**config.mk**
```make
export PLATFORM = sky130hd
export DESIGN_NAME = prpg_lfsr
export DESIGN_NICKNAME = d
export VERILOG_FILES = /design/src/rtl/lfsr_pkg.sv /design/src/rtl/lfsr_next_ext.sv /design/src/rtl/lfsr_next_int.sv /design/src/rtl/lfsr_state_reg.sv /design/src/rtl/prpg_lfsr.sv
export SDC_FILE = /design/constraint.sdc
export NUM_CORES = 1
export LEC_CHECK = 0
export ABC_AREA = 1
export BUFFER_PORTS_ARGS = -buffer_cell sky130_fd_sc_hd__buf_4
export CORE_AREA = 2 2 39 41
export CTS_BUF_LIST = sky130_fd_sc_hd__clkbuf_16
export DETAILED_ROUTE_END_ITERATION = 16
export DIE_AREA = 0 0 41 43
export SLEW_MARGIN = 20
export SYNTH_ARGS = -nofsm -noshare
export SYNTH_HDL_FRONTEND = slang
export SYNTH_SLANG_ARGS = --single-unit
```
**constraint.sdc**
```tcl
create_clock -name clk_i -period 0.9 [get_ports clk_i]
set_input_delay 0 -clock clk_i [delete_from_list [all_inputs] [get_ports clk_i]]
set_output_delay 0 -clock clk_i [all_outputs]
set_load 0.1 [all_outputs]
```
**src/rtl/lfsr_pkg.sv**
```systemverilog
package lfsr_pkg;

   typedef enum logic {
      FORM_EXTERNAL = 1'b0,
      FORM_INTERNAL = 1'b1
   } fb_form_e;

endpackage

```
**src/rtl/lfsr_next_ext.sv**
```systemverilog
module lfsr_next_ext #(
   parameter int unsigned      WIDTH    = 8,
   parameter logic [WIDTH:0]   POLY     = 9'h163,
   parameter bit               ZERO_EXT = 1'b0
) (
   input  logic [WIDTH-1:0] cur_i,
   output logic [WIDTH-1:0] nxt_o
);

   // tap_mask bit (WIDTH-1-k) selects stage for coefficient x^k
   logic [WIDTH-1:0] tap_mask;
   logic             low_zero;
   logic             fb;

   for (genvar k = 0; k < WIDTH; k++) begin : g_tap
      assign tap_mask[WIDTH-1-k] = POLY[k];
   end

   assign low_zero = (cur_i[WIDTH-2:0] == '0);

   always_comb begin
      fb = ^(cur_i & tap_mask);
      if (ZERO_EXT && low_zero) begin
         fb = ~fb;
      end
      nxt_o = {cur_i[WIDTH-2:0], fb};
   end

endmodule

```
**src/rtl/lfsr_next_int.sv**
```systemverilog
module lfsr_next_int #(
   parameter int unsigned      WIDTH    = 8,
   parameter logic [WIDTH:0]   POLY     = 9'h163,
   parameter bit               ZERO_EXT = 1'b0
) (
   input  logic [WIDTH-1:0] cur_i,
   output logic [WIDTH-1:0] nxt_o
);

   logic low_zero;
   logic fb;

   assign low_zero = (cur_i[WIDTH-2:0] == '0);
   assign fb       = cur_i[WIDTH-1] ^ (ZERO_EXT & low_zero);
   assign nxt_o[0] = fb;

   for (genvar j = 1; j < WIDTH; j++) begin : g_stage
      if (POLY[j]) begin : g_xor
         assign nxt_o[j] = cur_i[j-1] ^ fb;
      end else begin : g_wire
         assign nxt_o[j] = cur_i[j-1];
      end
   end

endmodule

```
**src/rtl/lfsr_state_reg.sv**
```systemverilog
module lfsr_state_reg #(
   parameter int unsigned WIDTH    = 8,
   parameter bit          ZERO_EXT = 1'b0
) (
   input  logic             clk_i,
   input  logic             rst_ni,
   input  logic             step_en_i,
   input  logic             seed_ld_i,
   input  logic [WIDTH-1:0] seed_i,
   input  logic [WIDTH-1:0] nxt_i,
   output logic [WIDTH-1:0] state_o
);

   localparam logic [WIDTH-1:0] ONE = WIDTH'(1);

   logic [WIDTH-1:0] seed_fix;

   always_comb begin
      seed_fix = seed_i;
      if (!ZERO_EXT && (seed_i == '0)) begin
         seed_fix = ONE;
      end
   end

   always_ff @(posedge clk_i or negedge rst_ni) begin
      if (!rst_ni) begin
         state_o <= ONE;
      end else if (seed_ld_i) begin
         state_o <= seed_fix;
      end else if (step_en_i) begin
         state_o <= nxt_i;
      end
   end

   p_hold_r6 : assert property (@(posedge clk_i) disable iff (!rst_ni)
      (!step_en_i && !seed_ld_i) |=> $stable(state_o));

   p_load_r7 : assert property (@(posedge clk_i) disable iff (!rst_ni)
      (seed_ld_i && (seed_i != '0)) |=> (state_o == $past(seed_i)));

   if (!ZERO_EXT) begin : g_zs
      p_zero_seed_r8 : assert property (@(posedge clk_i) disable iff (!rst_ni)
         (seed_ld_i && (seed_i == '0)) |=> (state_o == ONE));
   end else begin : g_zk
      p_zero_seed_r8 : assert property (@(posedge clk_i) disable iff (!rst_ni)
         (seed_ld_i && (seed_i == '0)) |=> (state_o == '0));
   end

endmodule

```
**src/rtl/prpg_lfsr.sv**
```systemverilog
module prpg_lfsr #(
   parameter int unsigned        WIDTH    = 8,
   parameter logic [WIDTH:0]     POLY     = 9'h163,
   parameter lfsr_pkg::fb_form_e FORM     = lfsr_pkg::FORM_EXTERNAL,
   parameter bit                 ZERO_EXT = 1'b0
) (
   input  logic             clk_i,
   input  logic             rst_ni,
   input  logic             step_en_i,
   input  logic             seed_ld_i,
   input  logic [WIDTH-1:0] seed_i,
   output logic [WIDTH-1:0] state_o,
   output logic             serial_o
);

   localparam int unsigned MSB = WIDTH - 1;

   if (WIDTH < 2) begin : g_chk_w
      $error("prpg_lfsr: WIDTH must be at least 2");
   end
   if (POLY[WIDTH] != 1'b1 || POLY[0] != 1'b1) begin : g_chk_p
      $error("prpg_lfsr: POLY needs x^WIDTH and x^0 terms");
   end

   logic [WIDTH-1:0] nxt;
   logic             advance;

   if (FORM == lfsr_pkg::FORM_EXTERNAL) begin : g_ext
      lfsr_next_ext #(.WIDTH(WIDTH), .POLY(POLY), .ZERO_EXT(ZERO_EXT)) u_next (
         .cur_i (state_o),
         .nxt_o (nxt)
      );
   end else begin : g_int
      lfsr_next_int #(.WIDTH(WIDTH), .POLY(POLY), .ZERO_EXT(ZERO_EXT)) u_next (
         .cur_i (state_o),
         .nxt_o (nxt)
      );
   end

   lfsr_state_reg #(.WIDTH(WIDTH), .ZERO_EXT(ZERO_EXT)) u_reg (
      .clk_i     (clk_i),
      .rst_ni    (rst_ni),
      .step_en_i (step_en_i),
      .seed_ld_i (seed_ld_i),
      .seed_i    (seed_i),
      .nxt_i     (nxt),
      .state_o   (state_o)
   );

   assign serial_o = state_o[MSB];
   assign advance  = step_en_i && !seed_ld_i;

   if (FORM == lfsr_pkg::FORM_EXTERNAL) begin : g_a_ext
      p_ext_shift_r2 : assert property (@(posedge clk_i) disable iff (!rst_ni)
         advance |=> (state_o[MSB:1] == $past(state_o[MSB-1:0])));
   end else begin : g_a_int
      p_int_feed_r3 : assert property (@(posedge clk_i) disable iff (!rst_ni)
         advance |=> (state_o[0] == ($past(state_o[MSB]) ^
                      (ZERO_EXT && ($past(state_o[MSB-1:0]) == '0)))));
   end

   if (!ZERO_EXT) begin : g_a_nz
      p_nonzero_r4 : assert property (@(posedge clk_i) disable iff (!rst_ni)
         state_o != '0);
   end else begin : g_a_z
      p_zero_exit_r5 : assert property (@(posedge clk_i) disable iff (!rst_ni)
         (advance && (state_o == '0)) |=> (state_o[0] == 1'b1));
   end

endmodule

```
* Yosys cells after proc, flatten, opt, wreduce, memory -nomap -nowiden
Index checks and enable logic that the tools add are counted.
** Storage, ports and cells
- Word-level logic and storage cells :: 7
- Flip-flop bits (word level) :: 8
- Input port bits :: 12
- Output and inout bits :: 9
** Cells by class
- Reductions and logical operators :: 3
- Muxes and demuxes :: 3
** Operator list (number)
- 8-bit two-way mux :: 3
- 8-bit logical NOT :: 1
- 8-bit parity :: 1
- 2-bit nonzero test :: 1

* Logic depth before layout (Yosys ltp)
- Depth after elaboration :: 3
- Depth in mapped cells :: 7
- Gate-level depth less buffers :: 7

* Hierarchy
A second synthesis with hierarchy kept.
** Unflattened totals
- Cells, all modules :: 73
- Area total of the unflattened synthesis :: 551.8 um^2
** By module, submodules not included
- lfsr_state_reg :: seq. area each 201.4 um^2, instances 1, area an instance 410.4 um^2, cells each 45
- lfsr_next_ext :: seq. area each 0.0 um^2, instances 1, area an instance 133.9 um^2, cells each 27
- prpg_lfsr :: seq. area each 0.0 um^2, instances 1, area an instance 7.5 um^2, cells each 1

* Worst setup path after synthesis
OpenSTA, ideal clock, no wires.
- Path kind :: reg-to-reg
- Start point :: register u_reg.state_o[1]
- End point :: register u_reg.state_o[0]
- Path slack :: -0.675 ns
- Clock period less this slack :: 1.575 ns
- Cell stages (with the launch flop) :: 8
- Library setup time :: 0.076 ns
- Buffers on the path :: 0
- Data arrival time :: 1.498 ns
- Cell sequence :: dfrtp_1 inv_1 nand2_1 nand2_1 nand2_1 nand3_1 nand3_1 nand2_1
** Between the ends
- Cells in the longest elaborated chain, start to end :: 3
** RTL lines
- from (decl) :: RTL line lfsr_state_reg.sv:11 : output logic [WIDTH-1:0] state_o
- from (signal assigned) :: RTL line lfsr_state_reg.sv:29 : state_o <= seed_fix;
- from (signal assigned) :: RTL line lfsr_state_reg.sv:31 : state_o <= nxt_i;
- 8-bit parity :: RTL line lfsr_next_ext.sv:22 : fb = ^(cur_i & tap_mask);
- 8-bit two-way mux :: RTL line lfsr_state_reg.sv:30 : end else if (step_en_i) begin
- 8-bit two-way mux :: RTL line lfsr_state_reg.sv:28 : end else if (seed_ld_i) begin
No other way between the ends. The select of a mux whose other input is x is not followed.
A chain may end at the register's enable or synchronous reset.

* Final worst setup path
- Start point :: register u_reg.state_o[0]
- End point :: output state_o[0]
** RTL lines
- to (decl) :: RTL line prpg_lfsr.sv:12 : output logic [WIDTH-1:0] state_o,
No word-level cell between the ends.

==> flow_summary.ini <==
[cells_and_area]
multi_input_area_sq_um = 250
regArea_sq_um = 231
drive_above_1_share = 0.624
largest_register = u_reg.state_o
area_growth_pct = 114
fin_nets = 106
n_antenna_cell = 0
largestRegisters = u_reg.state_o (8)
fin_util = 0.699
largest_reg_flops = 8
fillCellCount = 114
fin_cells = 109

[floorplan]
rows = 14
start_util = 0.327
die_h_um = 43
die_area_sq_um = 1760
core_area_sq_um = 1380
chipWidth_um = 41
ioPinCount = 21

[synthesis]
synth_edf_count = 0
syn_area_per_cell_sq_um = 7.31
synth_top_area_cell = dfrtp_1
yosys_register_bits = 8
synth_fp_nets = 74
synth-simple-area-share = 0.243
synth.area.mux_share = 0
seq_area_frac_synth = 0.445
yosys_warnings = 0
synth_compound_area_frac = 0.202
syn_inst = 62
synthFlopType = dfrtp_1
synth-xor-area-share = 0
synth_top_family_by_area = simple AND/OR/NAND/NOR gates
syn_area_sq_um = 453
synthTopCellsByArea = dfrtp_1 39%, nand2_1 15%, o22ai_1 8.3%
synth_common_cells = 18 x nand2_1, 7 x dfrtp_1, 7 x nor2_1
yosysUniqueCellTypes = 16
synth_top_area_frac = 0.387
yosysMostFrequentCell = nand2_1
synthArstFlopShare = 1.00
synth_fa_ha_area_frac = 0

[routing]
drt-initial-drc-count = 3
drc_errors = 0
firstDrtPassIters = 4
totalWireLength_um = 1460
vias = 525
wl_per_cell_um = 13.4
detail-route-antenna-nets = 0
avgViaCountPerCell = 4.82

[timing]
maxSlewViolCount = 0
maxClockFrequency_mhz = 961
post-route-min-period_ns = 1.04
setup_viol = 11
relSlewSlack = 0.735
worst_pin_slew_ns = 0.398
finalHoldViolCount = 0
finalCritPeriodShare = 1.16
setup_tns_ns = -0.736
rsz0062_at_grt = yes
finClkSkew_ns = 0.00385
setup_slack_ns = -0.141

[place]
port_buffers = 20
placedCellCount = 103
hpwl_um = 886
gp_congestion = 0.797

[clock_tree]
h-tree-depth = 1
clk_pin_slew_ns = 0.04
clk_latency_ns = 0.23
cts_tree = yes
root_buffer = clkbuf_16
cts_buffer_depth = 2
cts_buffers = 3
cts_sinks = 8

[setup_path]
cp_slowest_stage_delay_ns = 0.63
endpoint_kind = output pin
path_buf_inv = 1
cp_max_fo = 2
crit_type = register to output pin
critPathRequiredTime_ns = 0.90
worst_ep_arrival_time_ns = 1.04
slowest_stage = dfstp_4
worstPathCellList = buf_12
start_kind = register
reg2reg_setup_slack_ns = -0.13
path_delay_family = flip-flops

[outcome]
status = complete, but fails checks
violations = setup timing

[power]
powerDensity_nw_per_um2 = 2240
p_leak_nw = 0.453
ir_drop_uv = 1160

[global_route]
grt_overflow = 0
grt_use_total = 0.162
grt_max_degree = 12
antenna_found_initial = 0
grt_pass1_wl_um = 1930
first_global_vias = 457

[min_path]
hold_path_class = primary input to register

[run]
drv_cap = 0
cell families (layout without fill, tap and decap cells):
kind of cell	Yosys count	after routing
compound gates	16	16
flops	8	8
simple gates	28	28
buf+inv	10	41
final timing paths:
| path | startpoint | to | cells after the start |
|---|---|---|---|
| worst min register to register | u_reg.state_o[5]$_DFFE_PN0P_ | u_reg.state_o[6]$_DFFE_PN0P_ | 2 |
| worst max register to register | u_reg.state_o[1]$_DFFE_PN0P_ | u_reg.state_o[0]$_DFFE_PN1P_ | 7 |
| worst min-delay path | step_en_i | u_reg.state_o[4]$_DFFE_PN0P_ | 3 |
| worst max-delay path | u_reg.state_o[0]$_DFFE_PN1P_ | state_o[0] | 1 |
| max in group asynchronous | rst_ni | u_reg.state_o[0]$_DFFE_PN1P_ | 2 |
| min in group asynchronous | rst_ni | u_reg.state_o[5]$_DFFE_PN0P_ | 2 |
routing by layer:
layer | part of all wire | global-route usage | up-vias
met1 | 0.42 | 0.215 | 243
met4 | 0.0041 | 0.0600 | 0
met5 | 0 | 0 | -
met2 | 0.54 | 0.259 | 14
li1 | - | - | 266
met3 | 0.040 | 0.0157 | 2
metrics by stage:
step	instance area [sq um]	total power (W)	hold WS [ns]	worst slack (ns)
3_3_place_gp	689	0.00117	-0.174	-0.0465
3_5_place_dp	689	0.00117	-0.172	-0.0476
2_1_floorplan	483	0.000979	-0.296	-0.208
6_report	967	0.00217	0.0761	-0.141
5_1_grt	967	0.00225	0.0995	-0.190
4_1_cts	896	0.00208	0.0783	-0.136
cells in the final DEF, fill, tap and decap left out:
cell type      Yosys  layout
dlygate4sd3_1      0       1
nand3_2            0       2
nand2_2            0       8
a31oi_1            3       3
o22ai_2            0       3
o21ai_0            2       2
buf_6              1       4
inv_1              6       3
inv_2              1       3
a21oi_1            3       3
dfrtp_4            0       7
inv_4              0       2
or2_1              1       1
o22ai_1            6       3
o21ai_1            2       2
nand2_1           18      10
nor2_1             7       7
buf_4              1      16
clkbuf_16          0       3
buf_12             0       9
dfstp_4            0       1
cell type report:
| cell class | count | area share |
|---|---|---|
| Sequential cell | 8 | 0.239 |
| Timing Repair Buffer | 30 | 0.367 |
| Inverter | 7 | 0.0323 |
| Tap cell | 16 | 0.0207 |
| Clock inverter | 1 | 0.00388 |
| Clock buffer | 3 | 0.0776 |
| Multi-Input combinational cell | 44 | 0.259 |
where the power goes:
group / leakage, nW / internal (W) / total, W / switching (W)
Sequential: 0.0847 / 0.000439 / 0.000510 / 0.0000706
Clock: 0.0423 / 0.000578 / 0.000751 / 0.000173
Combinational: 0.326 / 0.000360 / 0.000908 / 0.000548
what timing repair did:
item	in CTS	in global routing
hold buffers	1	0
pin swaps	0	11
setup buffers	1	3
endpoints found under the setup margin	12	15
resized for setup	26	21
endpoints found under the hold margin	8	0
Note: power is estimated with default switching activity, not from simulation.
